### src/rtl/rxd_pkg.sv
`timescale 1ns/1ps
package rxd_pkg;
  localparam logic [3:0] CODE_REQ = 4'h1;
  localparam logic [3:0] CODE_ORD = 4'h2;
  localparam logic [3:0] CODE_DMA = 4'h3;
  localparam int FLAG_POS = 4;
  localparam int CNT_LSB  = 8;

  typedef enum logic [1:0] {MODE_IDLE = 2'd0, MODE_ORD = 2'd1, MODE_DMA = 2'd2} mode_e;
  typedef enum logic [1:0] {CLS_REQ, CLS_ORD, CLS_DMA, CLS_BAD} cls_e;
  typedef enum logic [1:0] {K_DROP, K_ORD, K_DMA} kind_e;
endpackage

### src/rtl/rxd_hdr_class.sv
`timescale 1ns/1ps
module rxd_hdr_class
  import rxd_pkg::*;
(
  input  logic [3:0] code,
  output cls_e       cls
);
  always_comb begin
    unique case (code)
      CODE_REQ: cls = CLS_REQ;
      CODE_ORD: cls = CLS_ORD;
      CODE_DMA: cls = CLS_DMA;
      default:  cls = CLS_BAD;
    endcase
  end
endmodule

### src/rtl/rxd_ctrl.sv
`timescale 1ns/1ps
module rxd_ctrl
  import rxd_pkg::*;
#(
  parameter int AW = 16,
  parameter int CW = 8
) (
  input  logic          clk,
  input  logic          rst,
  input  logic          acc,
  input  logic          last,
  input  logic [3:0]    code,
  input  logic          flag,
  input  logic [CW-1:0] cnt,
  input  logic [AW-1:0] ofs_in,
  output mode_e         mode,
  output logic          fwd,
  output logic          wr_fire,
  output logic [AW-1:0] ofs,
  output logic          bad_hdr
);
  cls_e          cls;
  logic          in_pkt;
  kind_e         kind_q;
  logic          got_q;
  logic [CW-1:0] left_q;
  logic          hdr, body, acc_req, acc_ord, acc_dma, pkt_end;

  rxd_hdr_class u_cls (.code(code), .cls(cls));

  always_comb begin
    hdr     = acc && !in_pkt;
    body    = acc && in_pkt;
    acc_req = hdr && (cls == CLS_REQ) && (mode == MODE_IDLE);
    acc_ord = hdr && (cls == CLS_ORD) && (mode == MODE_ORD);
    acc_dma = hdr && (cls == CLS_DMA) && (mode == MODE_DMA);
    bad_hdr = hdr && !(acc_req || acc_ord || acc_dma);
    fwd     = body && (kind_q == K_DMA);
    wr_fire = body && (kind_q == K_ORD) && !got_q;
    pkt_end = last && ((acc_ord || acc_dma) || (body && kind_q != K_DROP));
  end

  always_ff @(posedge clk) begin
    if (rst) begin
      mode   <= MODE_IDLE;
      in_pkt <= 1'b0;
      kind_q <= K_DROP;
      got_q  <= 1'b0;
      left_q <= '0;
      ofs    <= '0;
    end else begin
      if (acc) in_pkt <= !last;
      if (hdr) begin
        kind_q <= acc_ord ? K_ORD : (acc_dma ? K_DMA : K_DROP);
        got_q  <= 1'b0;
        if (acc_ord) ofs <= ofs_in;
      end
      if (wr_fire) got_q <= 1'b1;
      if (acc_req && cnt != '0) begin
        mode   <= flag ? MODE_DMA : MODE_ORD;
        left_q <= cnt;
      end else if (pkt_end) begin
        if (left_q == CW'(1)) mode <= MODE_IDLE;
        left_q <= left_q - CW'(1);
      end
    end
  end
endmodule

### src/rtl/rxd_dma_out.sv
`timescale 1ns/1ps
module rxd_dma_out #(
  parameter int DW = 32
) (
  input  logic          clk,
  input  logic          rst,
  input  logic          load,
  input  logic [DW-1:0] din,
  input  logic          lin,
  input  logic          ready,
  output logic          valid,
  output logic [DW-1:0] data,
  output logic          last
);
  always_ff @(posedge clk) begin
    if (rst) begin
      valid <= 1'b0;
      data  <= '0;
      last  <= 1'b0;
    end else if (load) begin
      valid <= 1'b1;
      data  <= din;
      last  <= lin;
    end else if (ready) begin
      valid <= 1'b0;
    end
  end
endmodule

### src/rtl/rxd_wr_out.sv
`timescale 1ns/1ps
module rxd_wr_out #(
  parameter int DW = 32,
  parameter int AW = 16
) (
  input  logic          clk,
  input  logic          rst,
  input  logic          fire,
  input  logic [AW-1:0] ofs,
  input  logic [DW-1:0] din,
  input  logic          bad,
  output logic          wr_en,
  output logic [AW-1:0] wr_addr,
  output logic [DW-1:0] wr_data,
  output logic          err
);
  always_ff @(posedge clk) begin
    if (rst) begin
      wr_en   <= 1'b0;
      wr_addr <= '0;
      wr_data <= '0;
      err     <= 1'b0;
    end else begin
      wr_en <= fire;
      err   <= bad;
      if (fire) begin
        wr_addr <= ofs;
        wr_data <= din;
      end
    end
  end
endmodule

### src/rtl/rxd_top.sv
`timescale 1ns/1ps
module rxd_top
  import rxd_pkg::*;
#(
  parameter int DW = 32,
  parameter int AW = 16,
  parameter int CW = 8
) (
  input  logic          clk,
  input  logic          rst,
  input  logic          in_valid,
  output logic          in_ready,
  input  logic [DW-1:0] in_data,
  input  logic          in_last,
  output logic          dma_valid,
  input  logic          dma_ready,
  output logic [DW-1:0] dma_data,
  output logic          dma_last,
  output logic          wr_en,
  output logic [AW-1:0] wr_addr,
  output logic [DW-1:0] wr_data,
  output logic          err,
  output logic [1:0]    mode
);
  localparam int OFS_LSB = DW - AW;

  mode_e         mode_s;
  logic          acc, fwd, wr_fire, bad_hdr;
  logic [AW-1:0] ofs;

  assign in_ready = dma_ready;
  assign acc      = in_valid && in_ready;
  assign mode     = mode_s;

  rxd_ctrl #(.AW(AW), .CW(CW)) u_ctrl (
    .clk(clk), .rst(rst), .acc(acc), .last(in_last),
    .code(in_data[3:0]), .flag(in_data[FLAG_POS]),
    .cnt(in_data[CNT_LSB +: CW]), .ofs_in(in_data[OFS_LSB +: AW]),
    .mode(mode_s), .fwd(fwd), .wr_fire(wr_fire), .ofs(ofs), .bad_hdr(bad_hdr)
  );

  rxd_dma_out #(.DW(DW)) u_dma (
    .clk(clk), .rst(rst), .load(fwd), .din(in_data), .lin(in_last),
    .ready(dma_ready), .valid(dma_valid), .data(dma_data), .last(dma_last)
  );

  rxd_wr_out #(.DW(DW), .AW(AW)) u_wr (
    .clk(clk), .rst(rst), .fire(wr_fire), .ofs(ofs), .din(in_data), .bad(bad_hdr),
    .wr_en(wr_en), .wr_addr(wr_addr), .wr_data(wr_data), .err(err)
  );


  dma_hold_chk: assert property (@(posedge clk) disable iff (rst)
    dma_valid && !dma_ready |=> dma_valid && $stable(dma_data) && $stable(dma_last));

  dma_src_chk: assert property (@(posedge clk) disable iff (rst)
    $rose(dma_valid) |-> $past(in_valid && in_ready));

  wr_src_chk: assert property (@(posedge clk) disable iff (rst)
    wr_en |-> $past(in_valid && in_ready));

  err_src_chk: assert property (@(posedge clk) disable iff (rst)
    err |-> $past(in_valid && in_ready) && !wr_en);

  mode_move_chk: assert property (@(posedge clk) disable iff (rst)
    !$stable(mode) |-> $past(in_valid && in_ready));
endmodule

### config.mk
export PLATFORM = sky130hd
export DESIGN_NAME = rxd_top
export DESIGN_NICKNAME = d
export VERILOG_FILES = /design/src/rtl/rxd_pkg.sv /design/src/rtl/rxd_hdr_class.sv /design/src/rtl/rxd_ctrl.sv /design/src/rtl/rxd_dma_out.sv /design/src/rtl/rxd_wr_out.sv /design/src/rtl/rxd_top.sv
export SDC_FILE = /design/constraint.sdc
export NUM_CORES = 1
export LEC_CHECK = 0
export CORE_AREA = 5 5 123 113
export CTS_BUF_LIST = sky130_fd_sc_hd__clkbuf_4 sky130_fd_sc_hd__clkbuf_8
export CTS_CLUSTER_DIAMETER = 30
export DETAILED_ROUTE_END_ITERATION = 6
export DIE_AREA = 0 0 128 118
export PLACE_DENSITY = 0.61
export SYNTH_ARGS = -nofsm -noshare
export SYNTH_HDL_FRONTEND = slang
export SYNTH_SLANG_ARGS = --single-unit
export TNS_END_PERCENT = 10
### constraint.sdc
create_clock -name clk -period 5.51 [get_ports clk]
set_clock_uncertainty 0.15 [all_clocks]
set_input_delay 0.551 -clock clk [delete_from_list [all_inputs] [get_ports clk]]
set_output_delay 0.551 -clock clk [all_outputs]
set_load 0.02 [all_outputs]
==> metrics.md, run 1 <==
| Metric | Value |
|---|---|
| Status | `finished, final reports clean` |
| Wire length per cell | `14.3 um` |
| Die H | `118 um` |
| Yosys top cell area share | `53.8%` |
| GRT Util Overall | `15.3%` |
| Vias in the first global route | `3743` |
| Initial antenna violation count | `0` |
| Combinational share of power | `4.0%` |
| Hold slack | `302 ps` |
| Seq/Total Area, Yosys | `53.8%` |
| First-pass GRT wire length | `18.5 mm` |
| Final Critical Period | `2770 ps` |
| H-tree levels | `4` |
| Area grow syn2layout | `40.4%` |
| Max-slew violations | `0` |
| Yosys top cell by area | `dfxtp_1` |
| Layout Nets | `661` |
| Drt via density | `4.80` |
| Register Area | `0.00228 sq mm` |
| Post-route setup TNS | `0 ps` |
| VDD IR max | `130 uV` |
| I/O pin total | `124` |
| Syn_nets | `549` |
| CTS Sinks | `114` |
| Power share of the sequential group | `50.5%` |
| Int Pwr | `1.29 mW` |
| Synth top area cells | `dfxtp_1 (54%), nand2_1 (15%), a21oi_1 (10%), mux2i_1 (3.8%), nor2_1 (2.7%)` |
| Hold-fix buffers, CTS | `0` |
| Max_slew headroom | `24.8%` |
| Clock Tree Buf Depth | `2` |
| Initial core utilization | `34.0%` |
| Fmax | `362 MHz` |
| DP Wirelength | `7.45 mm` |
| Post-route ant nets | `0` |
| Crit Path Max Fanout | `18` |
| Post-route cell area | `0.00595 sq mm` |
| # port buffers | `123` |
| Drt first-iter violations | `186` |
| Final setup viols | `0` |
| Clk Latency, worst-skew pair | `430 ps` |
| CP arrival | `2910 ps` |
| Core ar. | `0.0125 sq mm` |
| Power density cells | `275 mW/mm^2` |
| Share of cells above drive strength 1 | `7.26%` |
| Cts bufs inserted | `17` |
| Unrepaired setup endpoints after global routing | `false` |
| Post-CTS Setup Bufs | `0` |
| CP Launch Type | `input port` |
| Leakage power | `2.09 nW` |
| Post-CTS Resized | `0` |
| Fillers | `1238` |
| Cell area after synthesis | `0.00424 sq mm` |
| Drt drc | `0` |
| Die Area | `0.0151 sq mm` |
| Hold Vio Cnt, Final | `0` |
| Multi-input logic area | `0.00181 sq mm` |
| Max-cap violations | `0` |
| Placed Area | `0.00557 sq mm` |
| Synthesized instance count | `510` |
| ANT cells | `0` |
| Switch share | `21.4%` |
| Clock slew seen by the registers of the worst setup and hold paths | `60 ps` |
| Clock power frac | `45.6%` |
| Cell variety after synth | `41` |
| Via count | `3830` |
| Net Sw Power | `0.350 mW` |
| Placer Congestion | `0.789` |
| Crit Path Class | `in2reg` |
| Synth Register Bits | `114` |
| Clock root cell | `clkbuf_8` |
| Total grt overflow | `0` |
| Row cnt | `39` |
| Reg2reg setup slack | `3130 ps` |
| Largest net degree at the start of global routing | `61` |
| Router iterations before antenna repair | `4` |
| Fin crit share | `50.2%` |
| Avg Cell Area, Syn | `8.32 sq um` |
| Req. time, crit path | `5660 ps` |
| Hold WC Path Type | `reg2reg` |
| CP endpoint kind | `register` |
| Chip width | `128 um` |
| Worst Tran Pin Value | `1130 ps` |
| Synthesis Warnings | `0` |
| Total wire length | `11.4 mm` |
| CTS tree | `done` |
power groups by stage:
stage / sequential (mW) / combinational (mW) / clock [mW]
6_report: 0.827 / 0.0648 / 0.746
5_1_grt: 0.826 / 0.0702 / 0.808
4_1_cts: 0.826 / 0.0654 / 0.765
3_5_place_dp: 0.845 / 0.0649 / 0
3_3_place_gp: 0.845 / 0.0646 / 0
2_1_floorplan: 0.845 / 0.0224 / 0
cell usage in the layout (no fill, tap or decap), types with 2 or more instances in the layout:
cell               n
xor2_1             3
xnor2_1            3
nand2_1          172
clkbuf_8          22
inv_1              3
nor4_1             4
clkdlybuf4s50_1  122
nand2b_1           2
buf_4              6
a222oi_1           3
nand3_1            2
ha_1               2
dfxtp_1          114
clkinv_2           4
a211oi_2           2
or3b_2             2
a21oi_1           88
nand3b_1           3
a22oi_1            3
mux2i_1           16
nor2_1            31
a32oi_1            2
clkbuf_4           4
cells in the mapped netlist:
library cell / count
a221oi_1: 1
a211oi_2: 2
buf_6: 1
o2111ai_1: 1
nor3b_1: 1
or4b_2: 1
nand3b_1: 3
nand2b_1: 2
a2bb2oi_1: 1
nand3_1: 2
inv_1: 3
clkbuf_1: 29
nand2_1: 172
mux2i_1: 16
or3_1: 1
buf_2: 2
or3b_2: 2
nor3_1: 1
a21oi_1: 88
a22oi_1: 3
or4_1: 1
or4b_4: 1
a211oi_1: 1
nor4_1: 4
o2bb2ai_1: 1
a32oi_1: 2
o21ai_0: 1
ha_1: 2
nor4b_1: 2
nor2_1: 31
dfxtp_1: 114
nor4_4: 1
and2_1: 1
or4b_1: 1
buf_4: 3
a222oi_1: 3
or2_1: 1
xnor2_1: 3
a21o_1: 1
o22ai_1: 1
xor2_1: 3
sequential cells by signal (all words and copies together), names as in the netlist:
| signal | count |
|---|---|
| u_ctrl.got_q | 1 |
| u_wr.err | 1 |
| u_dma.valid | 1 |
| u_ctrl.kind_q | 2 |
| u_dma.data | 32 |
| u_wr.wr_data | 32 |
| u_ctrl.left_q | 8 |
| u_ctrl.in_pkt | 1 |
| u_dma.last | 1 |
| u_wr.wr_en | 1 |
| u_wr.wr_addr | 16 |
| u_ctrl.mode | 2 |
| u_ctrl.ofs | 16 |
per-stage QoR:
| stage | setup WS [ps] | util, % | total power, mW | std cells |
|---|---|---|---|---|
| 2_1_floorplan | 3310 | - | 0.867 | 510 |
| 3_3_place_gp | 2350 | 44.6 | 0.909 | 767 |
| 3_5_place_dp | 2320 | 44.6 | 0.910 | 767 |
| 4_1_cts | 2780 | 47.7 | 1.66 | 798 |
| 5_1_grt | 2660 | 47.7 | 1.70 | 798 |
| 6_report | 2740 | 47.7 | 1.64 | 798 |
path summary, 6_finish.rpt:
kind | start | to | depth (start not counted)
hold / removal | u_dma.data[10]$_SDFFE_PP0P_ | u_dma.data[10]$_SDFFE_PP0P_ | 2
setup / recovery | in_data[1] | u_ctrl.ofs[4]$_SDFFE_PP0P_ | 5
setup reg to reg | u_ctrl.mode[1]$_SDFFE_PP0P_ | u_ctrl.ofs[4]$_SDFFE_PP0P_ | 4
hold reg to reg | u_dma.data[10]$_SDFFE_PP0P_ | u_dma.data[10]$_SDFFE_PP0P_ | 2
metal layers:
metal	GRT usage [%]	routed length, um	vias up
li1	-	-	1919
met1	19.4	5150	1781
met2	23.9	5250	117
met3	4.90	795	13
met4	6.63	178	0
met5	0	0	-
cell families after synthesis:
kind of cell    after synthesis  synth area share [%]
xor+xnor                      6                  1.24
buf+inv                      38                  3.86
simple gates                228                  22.7
fa+ha+maj                     2                 0.590
compound gates              106                  14.1
mux                          16                  3.78
flops                       114                  53.8
cell type report:
| type | count | share of cell area (%) |
|---|---|---|
| multi-input combinational | 358 | 30.3 |
| clock inverter | 5 | 0.841 |
| inverter | 3 | 0.189 |
| clock buffer | 26 | 5.59 |
| timing repair buffer | 128 | 21.3 |
| tap | 164 | 3.45 |
| sequential | 114 | 38.3 |
critical path: stages:
cell and delay (ps):
clkdlybuf4s50_1 670, or4b_1 520, or3_1 790, mux2i_1 310
nor2_1 60
Power figures use the tool's default switching activity.
==> run 2: changes to the inputs <==
- clock period: 5.51 -> 2.6 ns (I/O delays scaled with it)
==> run 2 against run 1 <==
Net effect: highest routed layer unchanged; flip-flop and latch count did not move; largest cell class unchanged; count of clock-buffer cells in the layout fell by 5; cell area increased by 2.8%.
==> metrics.md, run 2 (synthesis gave the netlist of run 1 again) <==
| Metric | Value |
|---|---|
| Status | `finished, final reports clean (unchanged)` |
| Post-CTS Resized | `0 (unchanged)` |
| Commonest non-fill, non-tap cells in the layout | `nand2_1 (172), clkdlybuf4s50_1 (122), dfxtp_1 (114) (unchanged)` |
| Power share of the sequential group | `47.4% (was 50.5%)` |
| Router iterations before antenna repair | `4 (unchanged)` |
| Hold slack | `190 ps (was 302 ps)` |
| Hold WC Path Type | `in2reg (was reg2reg)` |
| Dpl ws | `70.0 ps (was 2320 ps)` |
| Die Area | `0.0151 sq mm (unchanged)` |
| CTS tree | `done (unchanged)` |
| Power density cells | `604 mW/mm^2 (was 275 mW/mm^2)` |
| CP endpoint kind | `register (unchanged)` |
| # placed instances | `778 (was 767)` |
| Layout Nets | `672 (was 661)` |
| Wire length per cell | `14.3 um (about the same)` |
| Cts bufs inserted | `17 (unchanged)` |
| Crit Path Max Fanout | `9 (was 18)` |
| Max-slew violations | `0 (unchanged)` |
| Combinational share of power | `3.9% (was 4.0%)` |
| # port buffers | `123 (unchanged)` |
| CP Launch Type | `input port (unchanged)` |
| Crit Path Class | `in2reg (unchanged)` |
| Switch share | `20.5% (was 21.4%)` |
| Die H | `118 um (unchanged)` |
| Initial core utilization | `34.0% (unchanged)` |
| Hold path depth | `2 (unchanged)` |
| First-pass GRT wire length | `19.2 mm (was 18.5 mm)` |
| Chip width | `128 um (unchanged)` |
| Row cnt | `39 (unchanged)` |
| Drt drc | `0 (unchanged)` |
| I/O pin total | `124 (unchanged)` |
| Via count | `3887 (was 3830)` |
| VDD IR max | `460 uV (was 130 uV)` |
| Post-route cell area | `0.00612 sq mm (was 0.00595 sq mm)` |
| Fin crit share | `80.7%` |
| Share of cells above drive strength 1 | `8.98% (was 7.26%)` |
| Int Pwr | `2.94 mW (was 1.29 mW)` |
| ANT cells | `0 (unchanged)` |
| Post-route setup TNS | `0 ps (unchanged)` |
| Fmax | `477 MHz` |
| Worst Tran Pin Value | `702 ps (was 1130 ps)` |
| Slowest-stage cell, CP | `or4b_1 (was or3_1)` |
| CP cell instances | `clkdlybuf4s50_1 -> or4b_1 -> a211oi_2 -> or2_1 -> a21o_1 -> a221oi_1 (was clkdlybuf4s50_1 -> or4b_1 -> or3_1 -> mux2i_1 -> nor2_1)` |
| Worst reg2reg path depth | `5 (was 4)` |
| Drt first-iter violations | `322 (was 186)` |
| Total wire length | `11.6 mm (was 11.4 mm)` |
| Net Sw Power | `0.757 mW (was 0.350 mW)` |
| DP Wirelength | `8.04 mm (was 7.45 mm)` |
| Req. time, crit path | `2730 ps (was 5660 ps)` |
| Clock power frac | `48.7% (was 45.6%)` |
| Initial antenna violation count | `0 (unchanged)` |
| Hold Vio Cnt, Final | `0 (unchanged)` |
| Unrepaired setup endpoints after global routing | `false (unchanged)` |
| Final Critical Period | `2100 ps` |
| Clock root cell | `clkbuf_8 (unchanged)` |
| Final setup viols | `0 (unchanged)` |
| GRT Util Overall | `15.8% (was 15.3%)` |
| Placed Area | `0.00568 sq mm (was 0.00557 sq mm)` |
| Post-CTS Setup Bufs | `0 (unchanged)` |
| Vias in the first global route | `3866 (was 3743)` |
| CTS Sinks | `114 (unchanged)` |
| Setup ws final | `503 ps (was 2740 ps)` |
| Clk Latency, worst-skew pair | `440 ps (was 430 ps)` |
| Post-route ant nets | `0 (unchanged)` |
| Core ar. | `0.0125 sq mm (unchanged)` |
| Final instance count without filler cells | `810 (was 798)` |
| CP arrival | `2220 ps (was 2910 ps)` |
| Leading cell type in the layout, fill and taps excluded | `nand2_1 (unchanged)` |
| Total grt overflow | `0 (unchanged)` |
| Area grow syn2layout | `44.3% (was 40.4%)` |
| H-tree levels | `4 (unchanged)` |
| Clock Tree Buf Depth | `2 (unchanged)` |
| Max-cap violations | `0 (unchanged)` |
| Clock slew seen by the registers of the worst setup and hold paths | `60 ps (about the same)` |
| Leakage power | `2.17 nW (was 2.09 nW)` |
| Placer Congestion | `0.726 (was 0.789)` |
| Top Registers | `u_dma.data x32, u_wr.wr_data x32 (unchanged)` |
| Max_slew headroom | `53.2% (was 24.8%)` |
| Hold-fix buffers, CTS | `0 (unchanged)` |
| Crit-path max cell delay | `570 ps (was 790 ps)` |
| Largest net degree at the start of global routing | `65 (was 61)` |
| Drt via density | `4.80 (about the same)` |
-- run 2: cell types whose count changed in the layout (fill, tap and decap cells not counted) --
cell	before	now
buf_4	6	15
bufinv_16	1	4
clkbuf_4	4	1
buf_12	0	2
clkbuf_8	22	20
clkinv_2	4	6
clkinvlp_4	0	1
-- run 2: metal layers --
layer	track usage [%]	part of all wire, %	vias up
met5	0	0	-
met2	25.3	47	106
met3	5.54	6.6	12
met4	5.97	1.5	0
li1	-	-	1943
met1	19.5	45	1826
-- run 2: cell type report --
class,instances,area [sq um]
fillers,1247,6370
flip-flops and latches,114,2280
multi-input cells,358,1810
repair buffers,139,1370
clock buffers,21,283
well taps,164,205
clock inverters,11,158
inverters,3,11.3
-- run 2: through the flow --
step                utilization [%]  power, mW
detailed placement             45.5       1.93
global placement               45.5       1.93
CTS                            49.0       3.75
finish                         49.0       3.70
floorplan                         -       1.84
global route                   49.0       3.86
-- run 2: worst paths after layout --
kind                                                     from                             to  slack [ps]
worst min register to register  u_ctrl.left_q[7]$_SDFFE_PP0P_  u_ctrl.left_q[7]$_SDFFE_PP0P_         300
worst min-delay path                                      rst    u_ctrl.mode[1]$_SDFFE_PP0P_         190
worst max register to register    u_ctrl.mode[1]$_SDFFE_PP0P_  u_ctrl.left_q[0]$_SDFFE_PP0P_         520
worst max-delay path                               in_data[3]  u_ctrl.left_q[0]$_SDFFE_PP0P_         500
-- run 2: power groups by stage --
stage / logic [mW] / registers (mW) / clock network (mW)
after global routing: 0.153 / 1.75 / 1.96
after global placement: 0.142 / 1.79 / 0
after detailed placement: 0.143 / 1.79 / 0
after CTS: 0.144 / 1.75 / 1.86
final: 0.143 / 1.75 / 1.80
after floorplan: 0.0474 / 1.79 / 0
-- run 2: critical path: cells and delay by family --
kind            cells  cell delay (ps)
buf+inv             1              480
simple gates        2              910
compound gates      3              570
==> run 3: changes to the inputs <==
- clock period: 2.6 -> 2 ns (I/O delays scaled with it)
==> run 3 against run 2 <==
Net effect: the flow now finishes with violations (negative setup slack); cell area grew 2.9%; via count grew 3.4%; first-iteration DRC count shrank 6.2%; register-to-register slack lost 530 ps; critical path depth is the same; utilization grew 1.4 points; routed wire length grew 5.1%; worst setup slack lost 510 ps; sequential power grew 30%; power grew 26%; count of clock-buffer cells in the layout grew 5; critical endpoint is now u_ctrl.mode[0]$_SDFFE_PP0P_; largest cell class unchanged; highest routed layer unchanged.
==> metrics.md, run 3 (synthesis gave the netlist of run 1 again) <==
| Metric | Value |
|---|---|
| Req. time, crit path | `2130 ps (was 2730 ps)` |
| Worst Tran Pin Value | `599 ps (was 702 ps)` |
| Reg2reg setup slack | `-6 ps (was 520 ps)` |
| GRT Util Overall | `16.1% (was 15.8%)` |
| Status | `finished with violations (was finished, final reports clean)` |
| Leading cell type in the layout, fill and taps excluded | `nand2_1 (unchanged)` |
| Worst hold start | `in_data[2] (was rst)` |
| Worst Hold End | `u_wr.wr_data[2]$_SDFFE_PP0P_ (was u_ctrl.mode[1]$_SDFFE_PP0P_)` |
| Via count | `4018 (was 3887)` |
| I/O pin total | `124 (unchanged)` |
| Hold WC Path Type | `in2reg (unchanged)` |
| Largest net degree at the start of global routing | `56 (was 65)` |
| Dpl ws | `-434 ps (was 70.0 ps)` |
| Initial core utilization | `34.0% (unchanged)` |
| Router iterations before antenna repair | `5 (was 4)` |
| Clock slew seen by the registers of the worst setup and hold paths | `60 ps (about the same)` |
| Hold Vio Cnt, Final | `0 (unchanged)` |
| CP endpoint kind | `register (unchanged)` |
| Hold path depth | `4 (was 2)` |
| Crit Path Class | `reg2reg (was in2reg)` |
| Critical path's top delay family | `compound AO/OA/AOI/OAI gates (was simple AND/OR/NAND/NOR gates)` |
| CTS tree | `done (unchanged)` |
| Vias in the first global route | `4009 (was 3866)` |
| Layout Nets | `692 (was 672)` |
| CP arrival | `2140 ps (was 2220 ps)` |
| Top Registers | `u_dma.data x32, u_wr.wr_data x32 (unchanged)` |
| Share of cells above drive strength 1 | `12.3% (was 8.98%)` |
| Slowest-stage cell, CP | `or4b_4 (was or4b_1)` |
| Setup ws final | `-5.60 ps (was 503 ps)` |
| CP Launch Type | `register (was input port)` |
| Cts bufs inserted | `17 (unchanged)` |
| Power density cells | `740 mW/mm^2 (was 604 mW/mm^2)` |
| Initial antenna violation count | `0 (unchanged)` |
| Crit Path Max Fanout | `4 (was 9)` |
| Unrepaired setup endpoints after global routing | `true (was false)` |
| Reg2reg end | `u_ctrl.mode[0]$_SDFFE_PP0P_ (was u_ctrl.left_q[0]$_SDFFE_PP0P_)` |
| H-tree levels | `4 (unchanged)` |
| Fillers | `1215 (was 1247)` |
| Final setup viols | `1 (was 0)` |
| Core ar. | `0.0125 sq mm (unchanged)` |
| Max_slew headroom | `60.1% (was 53.2%)` |
| Fin crit share | `100%` |
| Failing checks | `negative setup slack` |
| Drt via density | `4.85 (was 4.80)` |
| ANT cells | `0 (unchanged)` |
| Die H | `118 um (unchanged)` |
| Clock Tree Buf Depth | `2 (unchanged)` |
| Worst reg2reg path depth | `6 (was 5)` |
| Post-route cell area | `0.00630 sq mm (was 0.00612 sq mm)` |
| Clk Latency, worst-skew pair | `420 ps (was 440 ps)` |
| Placed Area | `0.00584 sq mm (was 0.00568 sq mm)` |
| Wire length per cell | `14.7 um (was 14.3 um)` |
| Commonest non-fill, non-tap cells in the layout | `nand2_1 (172), clkdlybuf4s50_1 (120), dfxtp_1 (111) (was nand2_1 (172), clkdlybuf4s50_1 (122), dfxtp_1 (114))` |
| CTS Sinks | `114 (unchanged)` |
| Max-slew violations | `0 (unchanged)` |
| CP cell instances | `or4b_4 -> a211oi_4 -> buf_4 -> o2111ai_1 -> a2bb2oi_1 -> nor2_1 (was clkdlybuf4s50_1 -> or4b_1 -> a211oi_2 -> or2_1 -> a21o_1 -> a221oi_1)` |
| Leakage power | `2.29 nW (was 2.17 nW)` |
| Total wire length | `12.2 mm (was 11.6 mm)` |
| Post-route ant nets | `0 (unchanged)` |
| Placer Congestion | `0.767 (was 0.726)` |
| DP Wirelength | `8.43 mm (was 8.04 mm)` |
| Register Area | `0.00229 sq mm (was 0.00228 sq mm)` |
| Total grt overflow | `0 (unchanged)` |
| Crit-path max cell delay | `510 ps (was 570 ps)` |
| Drt drc | `0 (unchanged)` |
| RR Startpoint | `u_ctrl.in_pkt$_SDFFE_PP0N_ (was u_ctrl.mode[1]$_SDFFE_PP0P_)` |
| Total power | `4.66 mW (was 3.70 mW)` |
| Chip width | `128 um (unchanged)` |
| Drt first-iter violations | `302 (was 322)` |
| Die Area | `0.0151 sq mm (unchanged)` |
| Clock root cell | `clkbuf_8 (unchanged)` |
| # port buffers | `123 (unchanged)` |
| VDD IR max | `301 uV (was 460 uV)` |
| Crit path buffers/inverters | `1 (unchanged)` |
| Fmax | `499 MHz` |
| Area grow syn2layout | `48.4% (was 44.3%)` |
| Final Critical Period | `2010 ps` |
| Row cnt | `39 (unchanged)` |
| Max-cap violations | `0 (unchanged)` |
| First-pass GRT wire length | `19.7 mm (was 19.2 mm)` |
| Multi-input logic area | `0.00183 sq mm (was 0.00181 sq mm)` |
-- run 3: changes by cell type in the layout (fill, tap and decap cells not counted), moves of 3 or more --
cell	delta
buf_4	+16
clkbuf_4	+4
clkinv_2	-3
dfxtp_1	-3
dfxtp_2	+3
-- run 3: metrics by stage --
step                      util, %  cells  hold slack (ps)  setup TNS (ps)
after global placement       46.8    796              286          -21520
after floorplan                 -    510              186               0
after detailed placement     46.8    796              293          -21480
after CTS                    50.1    827             94.8               0
after global routing         50.4    829             52.2            -243
final                        50.4    829             54.5           -5.60
-- run 3: per-layer routing --
metal	global-route usage [%]	up-vias	part of all wire [%]
met2	26.0	122	48
met3	4.67	17	6.1
li1	-	1978	-
met1	20.3	1901	45
met5	0	-	0
met4	5.64	0	1.3
-- run 3: cell type report --
type | count | area share [%]
clock inverter | 5 | 1.19
tap | 164 | 3.26
multi-input combinational | 358 | 29.1
inverter | 3 | 0.179
clock buffer | 26 | 5.19
timing repair buffer | 159 | 24.8
sequential | 114 | 36.3
-- run 3: worst max path at each step --
stage                           startpoint                             to  slack [ps]  depth (start not counted)
3_5_place_dp                    in_data[2]  u_ctrl.left_q[0]$_SDFFE_PP0P_        -430                          6
3_3_place_gp                    in_data[2]  u_ctrl.left_q[0]$_SDFFE_PP0P_        -370                          6
4_1_cts         u_ctrl.in_pkt$_SDFFE_PP0N_  u_ctrl.left_q[4]$_SDFFE_PP0P_           2                          5
2_1_floorplan  u_ctrl.mode[0]$_SDFFE_PP0P_    u_ctrl.ofs[10]$_SDFFE_PP0P_          20                          6
5_1_grt         u_ctrl.in_pkt$_SDFFE_PP0N_    u_ctrl.mode[1]$_SDFFE_PP0P_         -70                          6
6_report        u_ctrl.in_pkt$_SDFFE_PP0N_    u_ctrl.mode[0]$_SDFFE_PP0P_          -6                          6
-- run 3: report_power, final --
| part | switching, mW | internal [mW] |
|---|---|---|
| Combinational | 0.105 | 0.109 |
| Clock | 0.868 | 1.30 |
| Sequential | 0.00344 | 2.27 |
| Total | 0.977 | 3.68 |
-- run 3: timing repair --
item | CTS | global route
hold buffers | 0 | 0
endpoints found under the hold margin | 0 | 0
endpoints found under the setup margin | 8 | 37
pin swaps | 0 | 4
setup buffers | 0 | 2
gates resized for setup | 2 | 8
gates cloned | 0 | 0
-- run 3: tightest hold or removal path: cells and delay by family --
family	cells	cell delay, ps
compound gates	1	50
buf+inv	2	280
simple gates	1	50
